$ cat src/rtl/sync_mode_pkg.sv
package sync_mode_pkg;

  localparam int MODE_W = 2;

  typedef enum logic [1:0] {
    ST_FREERUN  = 2'd0,
    ST_NORMAL   = 2'd1,
    ST_AUTOHOLD = 2'd2,
    ST_HOLDOVER = 2'd3
  } sync_state_t;

  // select-pin codes; the DPLL mode code reuses the same values
  localparam logic [MODE_W-1:0] SEL_NORMAL   = 2'b00;
  localparam logic [MODE_W-1:0] SEL_HOLDOVER = 2'b01;
  localparam logic [MODE_W-1:0] SEL_FREERUN  = 2'b10;
  localparam logic [MODE_W-1:0] SEL_RSVD     = 2'b11;

endpackage

$ cat src/rtl/sync_mode_next.sv
module sync_mode_next
  import sync_mode_pkg::*;
(
  input  sync_state_t       state_q,
  input  logic              tie_q,
  input  logic [MODE_W-1:0] mode_sel,
  input  logic              ref_ok,
  input  logic              tie_en_in,
  output sync_state_t       state_d,
  output logic              tie_d
);

  logic from_hold;

  always_comb begin
    state_d = state_q;
    unique case (mode_sel)
      SEL_FREERUN:  state_d = ST_FREERUN;
      SEL_HOLDOVER: state_d = ST_HOLDOVER;
      SEL_NORMAL: begin
        unique case (state_q)
          ST_NORMAL:   state_d = ref_ok ? ST_NORMAL : ST_AUTOHOLD;
          ST_AUTOHOLD: state_d = ref_ok ? ST_NORMAL : ST_AUTOHOLD;
          default:     state_d = ST_NORMAL;
        endcase
      end
      default:      state_d = state_q;
    endcase
  end

  assign from_hold = (state_q == ST_HOLDOVER) || (state_q == ST_AUTOHOLD);

  always_comb begin
    if (state_d == state_q)
      tie_d = tie_q;
    else if (state_d == ST_NORMAL && from_hold)
      tie_d = tie_en_in;
    else
      tie_d = 1'b0;
  end

endmodule

$ cat src/rtl/sync_mode_status.sv
module sync_mode_status
  import sync_mode_pkg::*;
(
  input  sync_state_t       state_q,
  output logic [MODE_W-1:0] dpll_mode,
  output logic              normal_o,
  output logic              holdover_o,
  output logic              freerun_o
);

  always_comb begin
    normal_o   = 1'b0;
    holdover_o = 1'b0;
    freerun_o  = 1'b0;
    dpll_mode  = SEL_FREERUN;
    unique case (state_q)
      ST_NORMAL: begin
        normal_o  = 1'b1;
        dpll_mode = SEL_NORMAL;
      end
      ST_AUTOHOLD, ST_HOLDOVER: begin
        holdover_o = 1'b1;
        dpll_mode  = SEL_HOLDOVER;
      end
      default: begin
        freerun_o = 1'b1;
        dpll_mode = SEL_FREERUN;
      end
    endcase
  end

endmodule

$ cat src/rtl/sync_mode_ctrl.sv
module sync_mode_ctrl
  import sync_mode_pkg::*;
(
  input  logic              clk,
  input  logic              rst_n,
  input  logic              frame_tick,
  input  logic [MODE_W-1:0] mode_sel,
  input  logic              tie_en_in,
  input  logic              ref_ok,
  output logic [MODE_W-1:0] dpll_mode,
  output logic              tie_on,
  output logic              normal_o,
  output logic              holdover_o,
  output logic              freerun_o
);

  sync_state_t state_q, state_d;
  logic        tie_q, tie_d;

  sync_mode_next u_next (
    .state_q   (state_q),
    .tie_q     (tie_q),
    .mode_sel  (mode_sel),
    .ref_ok    (ref_ok),
    .tie_en_in (tie_en_in),
    .state_d   (state_d),
    .tie_d     (tie_d)
  );

  // state register, advanced only by the frame strobe enable
  always_ff @(posedge clk or negedge rst_n) begin
    if (!rst_n) begin
      state_q <= ST_FREERUN;
      tie_q   <= 1'b0;
    end else if (frame_tick) begin
      state_q <= state_d;
      tie_q   <= tie_d;
    end
  end

  assign tie_on = tie_q;

  sync_mode_status u_status (
    .state_q    (state_q),
    .dpll_mode  (dpll_mode),
    .normal_o   (normal_o),
    .holdover_o (holdover_o),
    .freerun_o  (freerun_o)
  );

  AST_IDLE_STABLE: assert property (@(posedge clk) disable iff (!rst_n)
    !frame_tick |=> ($stable(state_q) && $stable(tie_q)));

  AST_SEL_FREERUN: assert property (@(posedge clk) disable iff (!rst_n)
    (frame_tick && mode_sel == SEL_FREERUN) |=> freerun_o);

  AST_SEL_HOLDOVER: assert property (@(posedge clk) disable iff (!rst_n)
    (frame_tick && mode_sel == SEL_HOLDOVER) |=> (state_q == ST_HOLDOVER));

  AST_AUTO_DROP: assert property (@(posedge clk) disable iff (!rst_n)
    (frame_tick && mode_sel == SEL_NORMAL && state_q == ST_NORMAL && !ref_ok)
      |=> (state_q == ST_AUTOHOLD));

  AST_RSVD_KEEP: assert property (@(posedge clk) disable iff (!rst_n)
    (frame_tick && mode_sel == SEL_RSVD) |=> ($stable(state_q) && $stable(tie_q)));

  AST_TIE_AUTO_OFF: assert property (@(posedge clk) disable iff (!rst_n)
    (frame_tick && state_d != state_q &&
     !(state_d == ST_NORMAL && (state_q == ST_HOLDOVER || state_q == ST_AUTOHOLD)))
      |=> !tie_on);

  AST_TIE_RETURN: assert property (@(posedge clk) disable iff (!rst_n)
    (frame_tick && state_d == ST_NORMAL &&
     (state_q == ST_HOLDOVER || state_q == ST_AUTOHOLD))
      |=> (tie_on == $past(tie_en_in)));

  AST_STATUS_ONEHOT: assert property (@(posedge clk) disable iff (!rst_n)
    $onehot({normal_o, holdover_o, freerun_o}));

endmodule

$ cat config.mk
export PLATFORM = sky130hd
export DESIGN_NAME = sync_mode_ctrl
export DESIGN_NICKNAME = d
export VERILOG_FILES = /design/src/rtl/sync_mode_pkg.sv /design/src/rtl/sync_mode_next.sv /design/src/rtl/sync_mode_status.sv /design/src/rtl/sync_mode_ctrl.sv
export SDC_FILE = /design/constraint.sdc
export NUM_CORES = 1
export LEC_CHECK = 0
export ABC_AREA = 1
export BUFFER_PORTS_ARGS = -buffer_cell sky130_fd_sc_hd__buf_2
export CAP_MARGIN = 20
export CELL_PAD_IN_SITES_DETAIL_PLACEMENT = 0
export CELL_PAD_IN_SITES_GLOBAL_PLACEMENT = 1
export CORE_AREA = 2 2 39 41
export DETAILED_ROUTE_END_ITERATION = 10
export DIE_AREA = 0 0 41 43
export GPL_ROUTABILITY_DRIVEN = 0
export PLACE_DENSITY_LB_ADDON = 0.12
export SLEW_MARGIN = 20
export SYNTH_ARGS = -nofsm -noshare
export SYNTH_HDL_FRONTEND = slang
export SYNTH_SLANG_ARGS = --single-unit
$ cat constraint.sdc
create_clock -name clk -period 3.9 [get_ports clk]
set_input_delay 0.39 -clock clk [delete_from_list [all_inputs] [get_ports clk]]
set_output_delay 0.39 -clock clk [all_outputs]
set_load 0.01 [all_outputs]
### Word-level counts from Yosys, hierarchy flattened

Cells that the tools add are included.

* output and inout bits: 6
* register bits: 3
* bits of input ports: 7

* multiplexer cells: 8
* bitwise gates (word level): 1
* equality and inequality tests: 7
* reductions and logical operators: 7

Operators by type and width (number)
* $eq 2x1->1 const B: 3
* $eq 2x2->1 const B: 3
* $pmux 2 s3: 1
* $mux 1: 4
* $mux 2: 2
* $pmux 2 s2: 1
* $reduce_or 2->1: 2
* $reduce_or 3->1: 1
* $eq 2x2->1: 1
* $logic_not 2->1: 1
* $reduce_and 2->1: 1
* $logic_and 1x1->1: 1
* $logic_or 1x1->1: 1
* $not 1->1: 1

### Logic depth before layout (Yosys ltp)

* depth in word-level cells: 7
* mapped depth: 11
* gate-level depth less buffers: 11

### By module

Synthesis repeated with hierarchy kept, for this count alone.

* cell total of the unflattened synthesis: 49
* area total of the unflattened synthesis: 300.3 µm²

By module, submodules not included
* sync_mode_next: times used 1, cells an instance 30, area each 157.7 µm²
* sync_mode_ctrl: times used 1, cells an instance 13, area each 112.6 µm²
* sync_mode_status: times used 1, cells an instance 6, area each 30.0 µm²

### Worst setup path before layout

Ideal clock, no wire load.

* kind: reg2reg
* start: register state_q[0]
* end: register tie_q (netlist: tie_on)
* slack: 2.583 ns
* stages on the path, launching flop included: 12
* arrival: 1.201 ns
* setup time: 0.117 ns
* clock period less this slack: 1.317 ns
* path through: dfrtp_1 > inv_2 > ha_1 > nand2_1 > nand2_2 > nand2_2 > nand2_1 > nand2_1 > nand2_1 > nand2_1 > nand2_1 > nand2_1

* longest elaborated chain between the ends: 7
* elaborated cells on any way between the ends: 13
* classes of those cells: eq/ne: 5; mux: 3; bitwise: 1; reduce/logical: 4

RTL lines
* start: declaration: RTL line sync_mode_ctrl.sv:17 `sync_state_t state_q, state_d;`
* start signal: assignment: RTL line sync_mode_ctrl.sv:36 `state_q <= state_d;`
* $eq 2x1->1 / $eq 2x2->1 (equally long branches): RTL line sync_mode_next.sv:21, sync_mode_next.sv:31
* $reduce_or 2->1 (no source line)
* $mux 2
* $pmux 2 s3: RTL line sync_mode_next.sv:17 `unique case (mode_sel)`
* $eq 2x1->1 / $eq 2x2->1 (equally long branches): RTL line sync_mode_next.sv:36, sync_mode_next.sv:34
* $logic_and 1x1->1 / $not 1->1 (equally long branches)
* $mux 1 / $reduce_and 2->1 (equally long branches)
* end signal: assignment: RTL line sync_mode_ctrl.sv:37 `tie_q <= tie_d;`
* end: declaration: RTL line sync_mode_ctrl.sv:18 `logic tie_q, tie_d;`

Parallel ways exist; a longest one is shown, timed or not.
A chain may end at the register's enable or synchronous reset.

### Final worst setup path

* start: register state_q[0]
* end: output holdover_o

* longest elaborated chain between the ends: 3
* elaborated cells on any way between the ends: 4
* classes of those cells: eq/ne: 2; mux: 1; reduce/logical: 1

RTL lines
* $eq 2x2->1: RTL line sync_mode_status.sv:16 `unique case (state_q)`
* $reduce_or 2->1 *: RTL line sync_mode_status.sv:16
* $mux 1 *: RTL line sync_mode_status.sv:16
* end: declaration: RTL line sync_mode_ctrl.sv:13 `output logic holdover_o,`

Every way passes the cells marked *; elsewhere a longest branch is shown, timed or not.

==> flow_metrics.tcl <==
set metrics [dict create \
    power.static_leakage_nw 0.243 \
    synth_compound_area_share_pct 3.49 \
    final_cell_mix "15 x nand2_1, 12 x buf_2, 4 x nor2_1, 4 x nand2_2, 4 x ha_1" \
    cts_root_buffer "clkbuf_4" \
    port_buffers 12 \
    design_area_um2 395 \
    fp.dieArea_mm2 0.00176 \
    slew_headroom_pct 88.4 \
    global_route.usage.total_pct 9.33 \
    place_area_um2 359 \
    cp.arrival_ps 1280 \
    timing.final.crit_share_pct 42.9 \
    finClkSkew_ps 0.923 \
    end_kind "primary output" \
    antenna_left 0 \
    wirelength_um 586 \
    layout_commonest_cell "nand2_1" \
    clock_latency_ps 230 \
    status "completed" \
    antenna_found_initial 0 \
    layout_min_cycle_time_ps 1670 \
    die_h_um 43 \
    synth_mux_area_share_pct 0 \
    die_x_um 41 \
    ios 13 \
    numClockSinks 3 \
    syn_nets 54 \
    start_util_pct 20.7 \
    clockBufferDepth 2 \
    wl_per_cell_um 7.81 \
    synthSimpleGateAreaFrac_pct 42.4 \
    max_slew.worst_pin.slew_ps 173 \
    fmax_ghz 0.597 \
    ys_warn_count 0 \
    synth-adder-area-share_pct 17.5 \
    htreeDepth 1 \
    setup_viol 0 \
    rsz0062_at_grt "false" \
    synth-seq-cells 3 \
    drv_slew 0 \
    grt_pass1_wl_um 1080 \
    clk_pin_slew_ps 40 \
    drt_iter0_markers 3 \
    maxCapViolCount 0 \
    cp_data_required_time_ps 3510 \
    coreArea_mm2 0.00138 \
    cts_setup_buffers 0 \
    ys_seq_area_share_pct 26.2 \
    worstSetupPathType "register to primary output" \
    powerDensity_mw_per_mm2 381 \
    rows 14 \
    hold_class "input port to register" \
    hold_viol 0 \
    grt_overflow 0 \
    grt_pass1_vias 264 \
    synth-xor-area-share_pct 0 \
    vias_per_cell 3.92 \
    cts_tree "built" \
    crit_fanout 5 \
    diodes 0 \
    synth.avg_cell_area_um2 6.66 \
    syn_inst 43 \
    fin_setup_tns_ps 0 \
    grt_max_degree 7 \
    ys_types 11 \
    nets 71 \
    drc 0 \
    syn-cell-area_um2 287 \
    vdd_drop_max_mv 0.0903 \
    cts_buffers 3 \
    via_count 294 \
    worstSetupStartpointType "register" \
    syn_to_final_growth_pct 38.0 \
    firstDrtPassIters 3 \
    layout-drive-gt1-share_pct 39.0 \
    synth_top_family_by_area "simple AND/OR/NAND/NOR gates" \
]
[report_power, final]
| group | internal [mW] | switching [mW] | total (mW) |
|---|---|---|---|
| logic | 0.0230 | 0.0336 | 0.0566 |
| registers | 0.0352 | 0.00479 | 0.0400 |
| clock network | 0.0383 | 0.0158 | 0.0541 |
| total | 0.0966 | 0.0542 | 0.151 |
[worst max-delay path, cell delays in order, from the launching register on]
cell and delay, ps:
dfrtp_1 410, inv_2 90, ha_1 200, nor2_1 170, inv_1 50, buf_2 130
[area by class of cell]
cell class / instances / area [um^2]
fill: 170 / 988
multi-input combinational: 33 / 181
sequential: 3 / 75.1
timing repair buffer: 13 / 70.1
clock buffer: 4 / 26.3
inverter: 6 / 22.5
tap: 16 / 20.0
[repair_timing]
item                      4_1_cts  5_1_grt
hold buffers                    1        0
resized for setup               0        0
hold endpoints to repair        3        0
[per-stage QoR]
stage	hold slack (ps)	util, %	instances	total power, mW	setup WS, ps
finish	412	28.6	75	0.151	2230
CTS	404	28.6	75	0.154	2200
floorplan	94.4	-	43	0.0802	2580
detailed placement	188	25.9	70	0.0973	2440
global placement	187	25.9	70	0.0984	2420
global route	441	28.6	75	0.169	2080
[synthesized netlist by cell type]
library cell	count	area (um^2)
nand2_1	15	56.3
inv_2	3	11.3
nand3_2	1	10.0
nand3_1	3	15.0
buf_4	1	7.51
nor2_1	4	15.0
dfrtp_1	3	75.1
o21ai_0	2	10.0
ha_1	4	50.1
nand2_2	4	25.0
inv_1	3	11.3
[state kept, by name (all words and copies together), names as in the netlist]
name	cells
state_q	2
tie_on	1
[logic make-up after synthesis]
| kind of cell | Yosys count |
|---|---|
| adder cells (fa/ha/maj) | 4 |
| flip-flops | 3 |
| AO/OA/AOI/OAI | 2 |
| AND/OR/NAND/NOR | 27 |
| buffers and inverters | 7 |
[routing by layer]
layer  track usage, %  vias up  part of all wire [%]  wire length, um
met3             3.14        0                   6.1               36
met2             11.9        9                    46              270
met4             8.00        0                     0                0
met1             11.9      122                    48              280
li1                 -      163                     -                -
met5                0        -                     0                0
[final timing paths]
| path | from | end | slack [ps] | cells after the start |
|---|---|---|---|---|
| max | state_q[0]$_DFFE_PN0P_ | holdover_o | 2230 | 5 |
| min | frame_tick | state_q[1]$_DFFE_PN0P_ | 410 | 2 |
| max reg2reg | state_q[1]$_DFFE_PN0P_ | tie_on$_DFFE_PN0P_ | 2450 | 11 |
| min reg2reg | tie_on$_DFFE_PN0P_ | tie_on$_DFFE_PN0P_ | 470 | 2 |
| max in group asynchronous | rst_n | state_q[0]$_DFFE_PN0P_ | 3310 | 2 |
| min in group asynchronous | rst_n | tie_on$_DFFE_PN0P_ | 490 | 2 |
Power figures use the tool's default switching activity.
